**src/rtl/pbuf_pkg.sv**
```systemverilog
package pbuf_pkg;
   typedef enum logic [1:0] {
      OP_NONE = 2'b00,
      OP_SET  = 2'b01,
      OP_DEC  = 2'b10,
      OP_DROP = 2'b11
   } pbuf_op_e;
endpackage

```
**src/rtl/pbuf_free_fifo.sv**
```systemverilog
module pbuf_free_fifo #(
   parameter int NUM_BUF = 16,
   parameter int IDX_W   = $clog2(NUM_BUF)
) (
   input  logic             clk,
   input  logic             rst_n,
   input  logic             push,
   input  logic [IDX_W-1:0] push_idx,
   input  logic             pop,
   output logic [IDX_W-1:0] head_idx,
   output logic             empty
);
   localparam int LVL_W = $clog2(NUM_BUF + 1);
   localparam logic [IDX_W-1:0] LAST = IDX_W'(NUM_BUF - 1);

   logic [IDX_W-1:0] mem_q [NUM_BUF];
   logic [IDX_W-1:0] rd_q, wr_q;
   logic [LVL_W-1:0] lvl_q;
   logic             full;

   assign empty    = (lvl_q == '0);
   assign full     = (lvl_q == LVL_W'(NUM_BUF));
   assign head_idx = mem_q[rd_q];

   always_ff @(posedge clk) begin
      if (!rst_n) begin
         for (int i = 0; i < NUM_BUF; i++) mem_q[i] <= IDX_W'(i);
         rd_q  <= '0;
         wr_q  <= '0;
         lvl_q <= LVL_W'(NUM_BUF);
      end else begin
         if (push) begin
            mem_q[wr_q] <= push_idx;
            wr_q        <= (wr_q == LAST) ? '0 : wr_q + 1'b1;
         end
         if (pop) rd_q <= (rd_q == LAST) ? '0 : rd_q + 1'b1;
         if (push && !pop)      lvl_q <= lvl_q + 1'b1;
         else if (pop && !push) lvl_q <= lvl_q - 1'b1;
      end
   end


   no_overflow_chk: assert property (@(posedge clk) disable iff (!rst_n)
      full |-> !(push && !pop));

   no_underflow_chk: assert property (@(posedge clk) disable iff (!rst_n)
      empty |-> !pop);
endmodule

```
**src/rtl/pbuf_refcnt.sv**
```systemverilog
module pbuf_refcnt
   import pbuf_pkg::*;
#(
   parameter int NUM_BUF = 16,
   parameter int CNT_W   = 5,
   parameter int IDX_W   = $clog2(NUM_BUF)
) (
   input  logic             clk,
   input  logic             rst_n,
   input  logic             cmd_vld,
   input  pbuf_op_e         cmd_op,
   input  logic [IDX_W-1:0] cmd_idx,
   input  logic [CNT_W-1:0] cmd_cnt,
   input  logic             take,
   input  logic [IDX_W-1:0] take_idx,
   output logic             rel_vld,
   output logic [IDX_W-1:0] rel_idx,
   output logic             err_flag
);
   logic [NUM_BUF-1:0] inuse_q;
   logic [CNT_W-1:0]   cnt_q [NUM_BUF];
   logic               act, bad, good;

   assign act     = cmd_vld && (cmd_op != OP_NONE);
   assign bad     = act && (!inuse_q[cmd_idx] ||
                            (cmd_op == OP_SET && cmd_cnt == '0));
   assign good    = act && !bad;
   assign rel_vld = good && (cmd_op == OP_DROP ||
                             (cmd_op == OP_DEC && cnt_q[cmd_idx] == CNT_W'(1)));
   assign rel_idx = cmd_idx;

   always_ff @(posedge clk) begin
      if (!rst_n) begin
         inuse_q  <= '0;
         for (int i = 0; i < NUM_BUF; i++) cnt_q[i] <= '0;
         err_flag <= 1'b0;
      end else begin
         if (bad) err_flag <= 1'b1;
         if (good) begin
            if (cmd_op == OP_SET) cnt_q[cmd_idx] <= cmd_cnt;
            if (cmd_op == OP_DEC) cnt_q[cmd_idx] <= cnt_q[cmd_idx] - 1'b1;
         end
         if (rel_vld) inuse_q[cmd_idx] <= 1'b0;
         if (take) begin
            inuse_q[take_idx] <= 1'b1;
            cnt_q[take_idx]   <= CNT_W'(1);
         end
      end
   end


   take_marks_chk: assert property (@(posedge clk) disable iff (!rst_n)
      take |=> inuse_q[$past(take_idx)] && cnt_q[$past(take_idx)] == CNT_W'(1));

   set_count_chk: assert property (@(posedge clk) disable iff (!rst_n)
      (good && cmd_op == OP_SET && !(take && take_idx == cmd_idx))
      |=> cnt_q[$past(cmd_idx)] == $past(cmd_cnt));

   release_clears_chk: assert property (@(posedge clk) disable iff (!rst_n)
      (rel_vld && !(take && take_idx == rel_idx)) |=> !inuse_q[$past(rel_idx)]);

   bad_keeps_chk: assert property (@(posedge clk) disable iff (!rst_n)
      (bad && !take) |=> $stable(inuse_q));

   err_sticky_chk: assert property (@(posedge clk) disable iff (!rst_n)
      err_flag |=> err_flag);
endmodule

```
**src/rtl/pbuf_mgr.sv**
```systemverilog
module pbuf_mgr
   import pbuf_pkg::*;
#(
   parameter int NUM_BUF = 16,
   parameter int CNT_W   = 5,
   parameter bit BYPASS  = 1'b1,
   parameter int IDX_W   = $clog2(NUM_BUF)
) (
   input  logic             clk,
   input  logic             rst_n,
   input  logic             alloc_req,
   output logic             alloc_gnt,
   output logic [IDX_W-1:0] alloc_idx,
   output logic             alloc_nobuf,
   input  logic             cmd_vld,
   input  logic [1:0]       cmd_op,
   input  logic [IDX_W-1:0] cmd_idx,
   input  logic [CNT_W-1:0] cmd_cnt,
   output logic             err_flag
);
   if (NUM_BUF < 2) begin : g_bad_depth
      $error("pbuf_mgr: NUM_BUF must be at least 2");
   end
   if (CNT_W < 1) begin : g_bad_cnt
      $error("pbuf_mgr: CNT_W must be at least 1");
   end
   if (IDX_W < $clog2(NUM_BUF)) begin : g_bad_idx
      $error("pbuf_mgr: IDX_W too narrow for NUM_BUF");
   end

   logic             rel_vld, fifo_empty, fifo_pop, fifo_push, byp;
   logic [IDX_W-1:0] rel_idx, head_idx;

   if (BYPASS) begin : g_byp
      assign byp = alloc_req && fifo_empty && rel_vld;
   end else begin : g_nobyp
      assign byp = 1'b0;
   end

   assign fifo_pop    = alloc_req && !fifo_empty;
   assign fifo_push   = rel_vld && !byp;
   assign alloc_gnt   = fifo_pop || byp;
   assign alloc_nobuf = alloc_req && !alloc_gnt;
   assign alloc_idx   = fifo_pop ? head_idx : (byp ? rel_idx : '0);

   pbuf_free_fifo #(.NUM_BUF(NUM_BUF), .IDX_W(IDX_W)) u_fifo (
      .clk(clk), .rst_n(rst_n),
      .push(fifo_push), .push_idx(rel_idx),
      .pop(fifo_pop), .head_idx(head_idx), .empty(fifo_empty)
   );

   pbuf_refcnt #(.NUM_BUF(NUM_BUF), .CNT_W(CNT_W), .IDX_W(IDX_W)) u_cnt (
      .clk(clk), .rst_n(rst_n),
      .cmd_vld(cmd_vld), .cmd_op(pbuf_op_e'(cmd_op)),
      .cmd_idx(cmd_idx), .cmd_cnt(cmd_cnt),
      .take(alloc_gnt), .take_idx(alloc_idx),
      .rel_vld(rel_vld), .rel_idx(rel_idx), .err_flag(err_flag)
   );


   grant_when_avail_chk: assert property (@(posedge clk) disable iff (!rst_n)
      (alloc_req && !fifo_empty) |-> alloc_gnt && !alloc_nobuf);

   bypass_hand_chk: assert property (@(posedge clk) disable iff (!rst_n)
      (BYPASS && alloc_req && fifo_empty && rel_vld) |-> alloc_gnt && alloc_idx == rel_idx);
endmodule

```
**config.mk**
```make
export PLATFORM = sky130hd
export DESIGN_NAME = pbuf_mgr
export DESIGN_NICKNAME = d
export VERILOG_FILES = /design/src/rtl/pbuf_pkg.sv /design/src/rtl/pbuf_free_fifo.sv /design/src/rtl/pbuf_refcnt.sv /design/src/rtl/pbuf_mgr.sv
export SDC_FILE = /design/constraint.sdc
export NUM_CORES = 1
export LEC_CHECK = 0
export BUFFER_PORTS_ARGS = -buffer_cell sky130_fd_sc_hd__buf_2
export CORE_MARGIN = 3
export CORE_UTILIZATION = 57
export DETAILED_ROUTE_END_ITERATION = 16
export PLACE_DENSITY = 0.77
export SLEW_MARGIN = 25
export SYNTH_ARGS = -nofsm -noshare
export SYNTH_HDL_FRONTEND = slang
export SYNTH_SLANG_ARGS = --single-unit
```
**constraint.sdc**
```tcl
create_clock -name clk -period 3.79 [get_ports clk]
set_input_delay 0 -clock clk [delete_from_list [all_inputs] [get_ports clk]]
set_output_delay 0 -clock clk [all_outputs]
set_load 0.02 [all_outputs]
```
==> results.sh <==
export IMPL_seq_area_frac_synth_pct=46.1
export IMPL_final_common_cell="dfxtp_1"
export IMPL_multi_input_area_mm2=0.00457
export IMPL_synth_xor_area_share_pct=0.768
export IMPL_final_area_mm2=0.0102
export IMPL_synth_ff_latch_count=178
export IMPL_layout_common_cells="114 x dfxtp_1, 77 x nand2_1, 73 x nor2_1, 72 x nand3_1, 64 x edfxtp_1"
export IMPL_synth_top_family_by_area="simple AND/OR/NAND/NOR gates"
export IMPL_drt_iter0_markers=852
export IMPL_synth_simple_area_share_pct=18.7
export IMPL_route_detailed_drc=0
export IMPL_worstPathMaxFanout=14
export IMPL_max_stage_delay_ns=0.53
export IMPL_synth_fa_ha_area_share_pct=1.87
export IMPL_clkLatencyLatePin_ns=0.43
export IMPL_path_cells="mux4_2 > mux4_2 > inv_2 > ha_1 > nand4_1 > o31ai_4 > buf_4 > buf_4 > nand2_1 > a21boi_0 > buf_2"
export IMPL_ys_flop_type="dfxtp_1"
export IMPL_num_vias=7384
export IMPL_finalSetupTns_ns=0
export IMPL_post_drt_wl_per_cell_um=22.2
export IMPL_fin_skew_ns=0.00972
export IMPL_gp_congestion=0.893
export IMPL_synth_net_count=898
export IMPL_maxCapViolations=0
export IMPL_hold_path_class="input pin to flip-flop"
export IMPL_layout_min_cycle_time_ns=3.65
export IMPL_antenna_left=0
export IMPL_path_class="flip-flop to output port"
export IMPL_cp_end_kind="output port"
export IMPL_grt_start_max_net_pins=57
export IMPL_synth_edf_count=64
export IMPL_worst_pin_slew_ns=0.810
export IMPL_hpwl_um=16500
export IMPL_status="finished clean"
export IMPL_worstPathArrival_ns=3.65
export IMPL_grt_ovfl_total=0
export IMPL_final_setup_viol_count=0
export IMPL_fmax_mhz=274
export IMPL_die_w_um=132
export IMPL_rows=45
export IMPL_start_util_pct=59.1
export IMPL_cp_slowest_cell="mux4_2"
export IMPL_nets=924
export IMPL_antenna_found_initial=1
export IMPL_synth_cell_type_count=70
export IMPL_htreeDepth=4
export IMPL_numCtsBuffers=17
export IMPL_grt_pass1_vias=7031
export IMPL_num_io_pins=22
export IMPL_ir_worst_vdd_uv=386
export IMPL_die_height_um=132
export IMPL_viasPerCell=6.59
export IMPL_syn_area_per_cell_um2=10.5
export IMPL_synthArstFlopShare_pct=0
export IMPL_syn_cell_area_mm2=0.00912
export IMPL_cts_sinks=178
export IMPL_synth_cells=870
export IMPL_drive_gt1_share_pct=21.2
export IMPL_drt_pass1_iter_count=5
export IMPL_yosys_warnings=0
export IMPL_track_usage_pct=28.4
export IMPL_regArea_mm2=0.00420
export IMPL_finalWirelength_um=24800
export IMPL_fillerInstances=1213
export IMPL_cp_start_kind="flip-flop"
export IMPL_grt_pass1_wl_um=38900
export IMPL_placed_area_mm2=0.00955
export IMPL_io_buffers=21
export IMPL_p_leak_nw=3.57
export IMPL_cts_tree="built"
export IMPL_die_area_mm2=0.0176
export IMPL_hold_viol_final=0
export IMPL_timing_hold_ws_ns=0.0295
export IMPL_core_area_mm2=0.0154
export IMPL_cts_root_buf="clkbuf_16"
export IMPL_cts_max_path_buffers=2
export IMPL_area_growth_pct=11.7
export IMPL_num_antenna_cells=0
export IMPL_slew_headroom_pct=45.9
export IMPL_finalCritPeriodShare_pct=96.3
export IMPL_path_clk_slew_ns=0.07
export IMPL_synthMuxAreaShare_pct=13.1
export IMPL_worstPathRequired_ns=3.79
export IMPL_slew_violations=0
export IMPL_p_per_area_mw_per_mm2=438
export IMPL_synth_compound_area_share_pct=15.3
path summary, 6_finish.rpt:
kind,from,endpoint,slack (ns),cells past startpoint
worst max register to register,u_cnt.cnt_q[7][1]$_SDFFE_PP0P_,u_fifo.mem_q[3][3]$_SDFFCE_PN0P_,0.22,12
worst min register to register,u_cnt.err_flag$_SDFFE_PN0P_,u_cnt.err_flag$_SDFFE_PN0P_,0.46,1
worst min-delay path,cmd_vld,u_cnt.err_flag$_SDFFE_PN0P_,0.03,4
worst max-delay path,u_cnt.cnt_q[7][1]$_SDFFE_PP0P_,alloc_gnt,0.14,11
area by class of cell:
type / count / share of cell area (%)
clock buffer: 18 / 4.42
tap: 211 / 2.59
sequential: 178 / 41.3
multi-input combinational: 609 / 44.9
inverter: 23 / 0.848
clock inverter: 14 / 1.38
timing repair buffer: 67 / 4.60
synthesized netlist by cell type (4+ instances only):
master     instances  area share [%]
o21ai_1            4            0.22
mux4_2            47              12
edfxtp_1          64              21
a21boi_0           4            0.33
a311o_1            5            0.55
inv_2              4            0.16
a2bb2oi_1          4            0.38
or3_1              4            0.27
ha_1              12             1.6
nand3_1           73             4.0
nor2b_1           15             1.0
a22oi_1           14             1.2
and2_1            13            0.89
a31oi_1           14            0.96
o221ai_1           7            0.67
dfxtp_1          114              25
o21ai_0           34             1.9
mux2_2             7            0.86
nor3_1            19             1.0
buf_1              7            0.29
nor2_1            73             3.0
and3_1             6            0.41
buf_6              5            0.62
nand4_1            7            0.48
clkbuf_1          30             1.2
o221ai_2           4            0.66
xnor2_1            6            0.58
a21oi_1           48             2.6
o21a_1            21             1.7
o311ai_0          13             1.2
buf_2             15            0.82
nand2_1           77             3.2
inv_1             18            0.74
mux2i_1            6            0.66
nand2b_1          20             1.4
stage by stage:
stage,total power [mW],utilization [%],instances,worst slack [ns]
2_1_floorplan,2.52,-,870,0.00812
3_3_place_gp,2.69,61.9,1086,0.160
3_5_place_dp,2.70,61.9,1086,0.0149
4_1_cts,4.44,65.8,1119,0.0359
5_1_grt,4.60,66.0,1120,-0.00526
6_report,4.46,66.0,1120,0.139
logic make-up (layout without fill, tap and decap cells):
kind of cell    count (synthesis)  count (layout)
fa+ha+maj                      13              13
flops                         178             178
compound gates                195             195
buf+inv                        83             122
mux                            60              60
xor+xnor                        8               8
simple gates                  333             333
what timing repair did:
action / 4_1_cts / 5_1_grt
buffers inserted: 0 / 1
pin swaps: 1 / 2
endpoints found under the hold margin: 1 / 0
gates resized for setup: 0 / 8
hold buffers: 1 / 0
endpoints found under the setup margin: 1 / 4
cloned: 0 / 0
metal layers:
layer  vias to the layer above  wire (um)  global-route usage (%)
li1                       3313          -                       -
met1                      3565       9950                    39.2
met2                       439      12000                    45.0
met3                        65       2230                    5.51
met4                         2        609                    10.7
met5                         -         13                       0
report_power, final:
group	switching (mW)	internal (mW)	leakage (nW)
Sequential	0.0381	2.04	1.53
Clock	0.795	0.985	0.289
Combinational	0.373	0.233	1.75
Total	1.21	3.26	3.57
worst max-delay path: cells and delay by family (launching register included):
family / cells / cell delay [ns]
AOI/OAI and AO/OA: 2 / 0.59
adders and majority gates: 1 / 0.16
muxes: 2 / 0.99
buffers and inverters: 4 / 0.67
DFF: 1 / 0.31
and+or+nand+nor: 2 / 0.48
registers in the layout, summed over array words and instances, names as in the netlist, named ones only:
signal and flops:
u_cnt.cnt_q 80, u_cnt.err_flag 1, u_cnt.inuse_q 16, u_fifo.lvl_q 5, u_fifo.mem_q 64, u_fifo.rd_q 4
u_fifo.wr_q 4
No activity file was read; power rests on OpenSTA's default activity.
